### config.mk
export PLATFORM = sky130hd
export DESIGN_NAME = cfg_serial_loader
export DESIGN_NICKNAME = d
export VERILOG_FILES = /design/src/rtl/cfg_loader_pkg.sv /design/src/rtl/cfg_sync.sv /design/src/rtl/cfg_shifter.sv /design/src/rtl/cfg_load_fsm.sv /design/src/rtl/cfg_reg_bank.sv /design/src/rtl/cfg_serial_loader.sv
export SDC_FILE = /design/constraint.sdc
export NUM_CORES = 1
export LEC_CHECK = 0
export BUFFER_PORTS_ARGS = -buffer_cell sky130_fd_sc_hd__clkbuf_2
export CORE_ASPECT_RATIO = 1.5
export CORE_MARGIN = 5
export CORE_UTILIZATION = 40
export CTS_CLUSTER_SIZE = 20
export DETAILED_ROUTE_END_ITERATION = 8
export SYNTH_ARGS = -nofsm -noshare
export SYNTH_HDL_FRONTEND = slang
export SYNTH_SLANG_ARGS = --single-unit
### constraint.sdc
create_clock -name clk -period 2.57 [get_ports clk]
set_input_delay 0.1285 -clock clk [delete_from_list [all_inputs] [get_ports clk]]
set_output_delay 0.1285 -clock clk [all_outputs]
set_load 0.02 [all_outputs]
### src/rtl/cfg_loader_pkg.sv
`timescale 1ns/1ps
package cfg_loader_pkg;

    localparam int DEF_DATA_W = 17;
    localparam int DEF_ADDR_W = 4;
    localparam int DEF_NREG   = 4;
    localparam int DEF_BASE   = 1;
    localparam int DEF_FORBID = 14;
    localparam int DEF_STAGES = 2;

    typedef enum logic [1:0] {
        ST_IDLE   = 2'd0,
        ST_SHIFT  = 2'd1,
        ST_DECODE = 2'd2,
        ST_HOLD   = 2'd3
    } ldr_state_e;

endpackage

### src/rtl/cfg_sync.sv
`timescale 1ns/1ps
module cfg_sync #(
    parameter int              WIDTH   = 3,
    parameter int              STAGES  = 2,
    parameter logic [WIDTH-1:0] RST_VAL = '0
) (
    input  logic             clk,
    input  logic             rst_n,
    input  logic [WIDTH-1:0] din,
    output logic [WIDTH-1:0] dout
);

    logic [STAGES-1:0][WIDTH-1:0] stage_q;

    always_ff @(posedge clk or negedge rst_n) begin
        if (!rst_n) begin
            stage_q <= {STAGES{RST_VAL}};
        end else begin
            stage_q <= {stage_q[STAGES-2:0], din};
        end
    end

    assign dout = stage_q[STAGES-1];

endmodule

### src/rtl/cfg_shifter.sv
`timescale 1ns/1ps
module cfg_shifter #(
    parameter int FRAME_W = 21
) (
    input  logic               clk,
    input  logic               rst_n,
    input  logic               en_s,
    input  logic               sclk_s,
    input  logic               data_s,
    output logic [FRAME_W-1:0] shift_q,
    output logic               en_rise
);

    logic sclk_d;
    logic en_d;
    logic take_bit;

    // a bit is taken only on a shift-clock rise seen while enable is low
    assign take_bit = !en_s && sclk_s && !sclk_d;
    assign en_rise  = en_s && !en_d;

    always_ff @(posedge clk or negedge rst_n) begin
        if (!rst_n) begin
            sclk_d  <= 1'b0;
            en_d    <= 1'b1;
            shift_q <= '0;
        end else begin
            sclk_d <= sclk_s;
            en_d   <= en_s;
            if (take_bit) begin
                shift_q <= {shift_q[FRAME_W-2:0], data_s};
            end
        end
    end

endmodule

### src/rtl/cfg_load_fsm.sv
`timescale 1ns/1ps
module cfg_load_fsm
    import cfg_loader_pkg::*;
#(
    parameter int DATA_W     = 17,
    parameter int ADDR_W     = 4,
    parameter int NREG       = 4,
    parameter int LATCH_BASE = 1,
    parameter int FORBID_LO  = 14
) (
    input  logic                     clk,
    input  logic                     rst_n,
    input  logic                     en_rise,
    input  logic                     en_s,
    input  logic                     div_busy,
    input  logic [DATA_W+ADDR_W-1:0] shift_q,
    output logic [NREG-1:0]          load_strobe,
    output logic [DATA_W-1:0]        load_data,
    output logic                     err_flag
);

    localparam int                FRAME_W  = DATA_W + ADDR_W;
    localparam logic [ADDR_W-1:0] BASE_A   = ADDR_W'(LATCH_BASE);
    localparam logic [ADDR_W:0]   END_A    = (ADDR_W+1)'(LATCH_BASE + NREG);
    localparam logic [ADDR_W-1:0] FORBID_A = ADDR_W'(FORBID_LO);

    ldr_state_e         state_q;
    ldr_state_e         state_d;
    logic [FRAME_W-1:0] frame_q;
    logic [ADDR_W-1:0]  addr;
    logic [ADDR_W-1:0]  offset;
    logic               hit;
    logic               issue;
    logic               err_set;

    assign addr      = frame_q[ADDR_W-1:0];
    assign load_data = frame_q[FRAME_W-1:ADDR_W];
    assign offset    = addr - BASE_A;
    assign hit       = (addr >= BASE_A) && ({1'b0, addr} < END_A) && (addr < FORBID_A);

    // state register
    always_ff @(posedge clk or negedge rst_n) begin
        if (!rst_n) begin
            state_q <= ST_IDLE;
        end else begin
            state_q <= state_d;
        end
    end

    // frame capture on the enable rise, error flag
    always_ff @(posedge clk or negedge rst_n) begin
        if (!rst_n) begin
            frame_q  <= '0;
            err_flag <= 1'b0;
        end else begin
            if (en_rise) begin
                frame_q <= shift_q;
            end
            if (err_set) begin
                err_flag <= 1'b1;
            end
        end
    end

    // transitions
    always_comb begin
        state_d = state_q;
        unique case (state_q)
            ST_IDLE: begin
                if (en_rise) begin
                    state_d = ST_DECODE;
                end else if (!en_s) begin
                    state_d = ST_SHIFT;
                end
            end
            ST_SHIFT: begin
                if (en_rise) begin
                    state_d = ST_DECODE;
                end
            end
            ST_DECODE: begin
                if (!hit) begin
                    state_d = ST_IDLE;
                end else if (div_busy) begin
                    state_d = ST_HOLD;
                end else begin
                    state_d = ST_IDLE;
                end
            end
            ST_HOLD: begin
                if (en_rise) begin
                    state_d = ST_DECODE;
                end else if (!div_busy) begin
                    state_d = ST_IDLE;
                end
            end
            default: state_d = ST_IDLE;
        endcase
    end

    // outputs
    always_comb begin
        issue   = 1'b0;
        err_set = 1'b0;
        unique case (state_q)
            ST_DECODE: begin
                err_set = !hit;
                issue   = hit && !div_busy;
            end
            ST_HOLD: begin
                issue = !en_rise && !div_busy;
            end
            default: begin
                issue   = 1'b0;
                err_set = 1'b0;
            end
        endcase
        load_strobe = issue ? (NREG'(1) << offset) : '0;
    end

endmodule

### src/rtl/cfg_reg_bank.sv
`timescale 1ns/1ps
module cfg_reg_bank #(
    parameter int DATA_W = 17,
    parameter int NREG   = 4
) (
    input  logic                         clk,
    input  logic                         rst_n,
    input  logic [NREG-1:0]              load_strobe,
    input  logic [DATA_W-1:0]            load_data,
    output logic [NREG-1:0][DATA_W-1:0]  cfg_q
);

    for (genvar k = 0; k < NREG; k++) begin : g_latch
        always_ff @(posedge clk or negedge rst_n) begin
            if (!rst_n) begin
                cfg_q[k] <= '0;
            end else if (load_strobe[k]) begin
                cfg_q[k] <= load_data;
            end
        end
    end

endmodule

### src/rtl/cfg_serial_loader.sv
`timescale 1ns/1ps
module cfg_serial_loader
    import cfg_loader_pkg::*;
#(
    parameter int DATA_W     = DEF_DATA_W,
    parameter int ADDR_W     = DEF_ADDR_W,
    parameter int NREG       = DEF_NREG,
    parameter int LATCH_BASE = DEF_BASE,
    parameter int FORBID_LO  = DEF_FORBID,
    parameter int SYNC_STAGES = DEF_STAGES
) (
    input  logic                        clk,
    input  logic                        rst_n,
    input  logic                        ser_data,
    input  logic                        ser_clk,
    input  logic                        ser_en_n,
    input  logic                        div_busy,
    output logic [NREG-1:0]             load_strobe,
    output logic [NREG-1:0][DATA_W-1:0] cfg_q,
    output logic                        err_flag
);

    localparam int FRAME_W = DATA_W + ADDR_W;

    logic               en_sync;
    logic               sclk_sync;
    logic               data_sync;
    logic               en_rise;
    logic [FRAME_W-1:0] shift_q;
    logic [DATA_W-1:0]  load_data;

    cfg_sync #(
        .WIDTH   (3),
        .STAGES  (SYNC_STAGES),
        .RST_VAL (3'b100)
    ) u_sync (
        .clk  (clk),
        .rst_n(rst_n),
        .din  ({ser_en_n, ser_clk, ser_data}),
        .dout ({en_sync, sclk_sync, data_sync})
    );

    cfg_shifter #(
        .FRAME_W(FRAME_W)
    ) u_shift (
        .clk    (clk),
        .rst_n  (rst_n),
        .en_s   (en_sync),
        .sclk_s (sclk_sync),
        .data_s (data_sync),
        .shift_q(shift_q),
        .en_rise(en_rise)
    );

    cfg_load_fsm #(
        .DATA_W    (DATA_W),
        .ADDR_W    (ADDR_W),
        .NREG      (NREG),
        .LATCH_BASE(LATCH_BASE),
        .FORBID_LO (FORBID_LO)
    ) u_fsm (
        .clk        (clk),
        .rst_n      (rst_n),
        .en_rise    (en_rise),
        .en_s       (en_sync),
        .div_busy   (div_busy),
        .shift_q    (shift_q),
        .load_strobe(load_strobe),
        .load_data  (load_data),
        .err_flag   (err_flag)
    );

    cfg_reg_bank #(
        .DATA_W(DATA_W),
        .NREG  (NREG)
    ) u_bank (
        .clk        (clk),
        .rst_n      (rst_n),
        .load_strobe(load_strobe),
        .load_data  (load_data),
        .cfg_q      (cfg_q)
    );

endmodule

==> metrics.csv <==
metric;value;unit
Post-DRT Antenna Nets;0;
GRT Util Overall;14.07;%
Setup crit end kind;output pin;
FF+latch count, synth;121;
Die Wd;97.75;um
Final Cycle Share;94.04;%
status;completed;
Post-Syn Area;4619;sq um
routability cong.;0.7462;
P_sw;1.245;mW
area delta synth->final;28.39;%
Max FO, Critical Path;11;
Syn Inst Count;279;
CTS tree;done;
wire per inst;16.23;um
Clk pwr share;47.6;%
Max transition margin;58.16;%
initial core utilization;40.48;%
First-pass DRT Iterations;4;
Worst VDD drop;486.5;uV
Yosys cell types;30;
Final #Nets;388;
Pleak;3.134;nW
# DRC;0;
FMAX;413.8;MHz
synthesized area per cell;16.56;sq um
Hold Vio Cnt, Final;0;
syn nets;287;
Fill cells;996;
sw frac;23.15;%
core box area;11410;sq um
worst hold slack;346.6;ps
post-layout util;51.97;%
Final Max Tran Viols;0;
Worst setup SP type;register;
Vias per Instance;4.763;
TNS Setup;0;ps
root buf cell;clkbuf_16;
Die Area;13840;sq um
power share of the sequential group;42.0;%
Tightest Pin Transition;627.7;ps
kind of critical path;reg2out;
diodes inserted;0;
Max Cap Viol;0;
Max clock buf depth;2;
Seq/Total Area, Yosys;65.63;%
remaining global-route overflow;0;
layout cells sized above 1;58.82;%
Clock Sinks;121;
hold crit path type;reg2reg;
most frequent cells in the layout;118 x dfrtp_1, 96 x mux2_2, 77 x clkbuf_2;
most common cell after layout, fill and taps aside;dfrtp_1;
Worst Clk Skew;7.254;ps
CP required;2440;ps
Worst R2R Setup Slack;320;ps
unrepaired setup endpoints after global routing;no;
Clock Pin Slew Worst Setup and Hold Paths;50;ps
post-layout min period;2417;ps
clk_lat worst skew;410;ps
combinational power share;10.4;%
total number of vias;2577;
Die Ht;141.6;um
yosys warns;0;
largest net degree at the start of global routing;122;
Worst EP arrival;2290;ps
drt initial violations;99;
Row Count;48;
Num CTS Buffers;17;
initial antenna violation count;0;
H-tree depth;4;
vias in the first global route;2762;
Pwr per Cell Area;906.5;nW/um^2
Buffers on Ports;78;
num ports;79;
Setup-failing EPs final;0;
DP Wirelength;5759;um
first-pass GRT wire length;15090;um
P_int;4.132;mW
Routed WL;8778;um
## cell type report
cell class,count,area [sq um],share of cell area (%)
Clock buffer,22,474.2,7.996
Inverter,6,22.52,0.3797
Clock inverter,8,167.7,2.827
Multi-Input combinational cell,142,1524,25.70
Timing Repair Buffer,92,523.0,8.819
Tap cell,150,187.7,3.165
Sequential cell,121,3032,51.12
## cell families after synthesis
family | synth area share, %
xor+xnor | 0.1896
buf+inv | 1.923
fa+ha+maj | 0.5416
simple gates | 2.979
mux | 27.06
flops | 65.63
compound gates | 1.679
## critical path, stage by stage, from the launching register on
cell and delay (ps):
dfrtp_1 380, inv_1 80, ha_1 240, xor2_1 180, a2111o_1 460, nor2_4 100, buf_4 230, clkbuf_2 210
## flip-flops by register name, summed over array words and instances, names as in the netlist
signal / cells
u_bank.cfg_q: 68
u_fsm.err_flag: 1
u_fsm.frame_q: 21
u_fsm.state_q: 2
u_shift.en_d: 1
u_shift.sclk_d: 1
u_shift.shift_q: 21
u_sync.dout: 3
u_sync.stage_q: 3
## what timing repair did
item	CTS	global route
hold endpoints to repair	122	0
gates resized for setup	1	1
setup endpoints to repair	2	1
hold buffers	5	0
setup buffers	1	0
gates cloned	0	0
pin swaps	2	0
## power by group through the flow
stage / registers (mW) / clock network, mW / logic [mW]
2_1_floorplan: 2.29 / 0 / 0.334
3_3_place_gp: 2.27 / 0 / 0.525
3_5_place_dp: 2.29 / 0 / 0.543
4_1_cts: 2.26 / 2.62 / 0.562
5_1_grt: 2.29 / 2.72 / 0.620
6_report: 2.26 / 2.56 / 0.561
## synthesized netlist by cell type
cell / n / share of area (%)
a2111o_1: 1 / 0.24
a2111oi_2: 1 / 0.32
a211o_1: 1 / 0.19
a21oi_1: 2 / 0.22
and3_1: 1 / 0.14
buf_2: 2 / 0.22
buf_4: 1 / 0.16
buf_6: 3 / 0.73
clkbuf_1: 4 / 0.32
dfrtp_1: 118 / 64
dfstp_2: 3 / 1.7
ha_1: 2 / 0.54
inv_1: 6 / 0.49
mux2_1: 3 / 0.73
mux2_2: 96 / 23
mux2_4: 9 / 2.9
nand2_1: 4 / 0.32
nand2b_1: 4 / 0.54
nand3_2: 1 / 0.22
nand3b_4: 1 / 0.43
nor2_1: 2 / 0.16
nor2_4: 1 / 0.24
nor2b_1: 2 / 0.27
nor3_1: 3 / 0.32
nor3b_1: 2 / 0.32
o21a_1: 1 / 0.16
o21ai_0: 2 / 0.22
o21bai_1: 1 / 0.16
o31ai_1: 1 / 0.16
xor2_1: 1 / 0.19
## through the flow
| stage | instances | setup WS, ps | area (sq um) | total power, mW |
|---|---|---|---|---|
| global placement | 505 | 407.2 | 5214 | 2.799 |
| detailed placement | 505 | 293.7 | 5214 | 2.828 |
| floorplan | 279 | 431.2 | 4619 | 2.620 |
| CTS | 541 | 47.52 | 5918 | 5.436 |
| global route | 541 | 10.40 | 5931 | 5.623 |
| finish | 541 | 153.2 | 5931 | 5.376 |
## final timing paths
check | start | endpoint | cells past startpoint
max | u_fsm.frame_q[0] | load_strobe[2] | 7
min | u_sync.stage_q[1] | u_sync.dout[1] | 0
max reg2reg | u_fsm.frame_q[0] | u_bank.cfg_q[66] | 7
min reg2reg | u_sync.stage_q[1] | u_sync.dout[1] | 0
max in group asynchronous | rst_n | u_sync.stage_q[1] | 3
min in group asynchronous | rst_n | u_bank.cfg_q[31] | 3
## routing by layer
metal,up-vias,routed length [um],track usage [%]
li1,1187,-,-
met2,51,4586,23.13
met5,-,0,0
met4,0,182,6.273
met1,1323,3645,17.16
met3,16,363,4.181
Power figures use the tool's default switching activity.
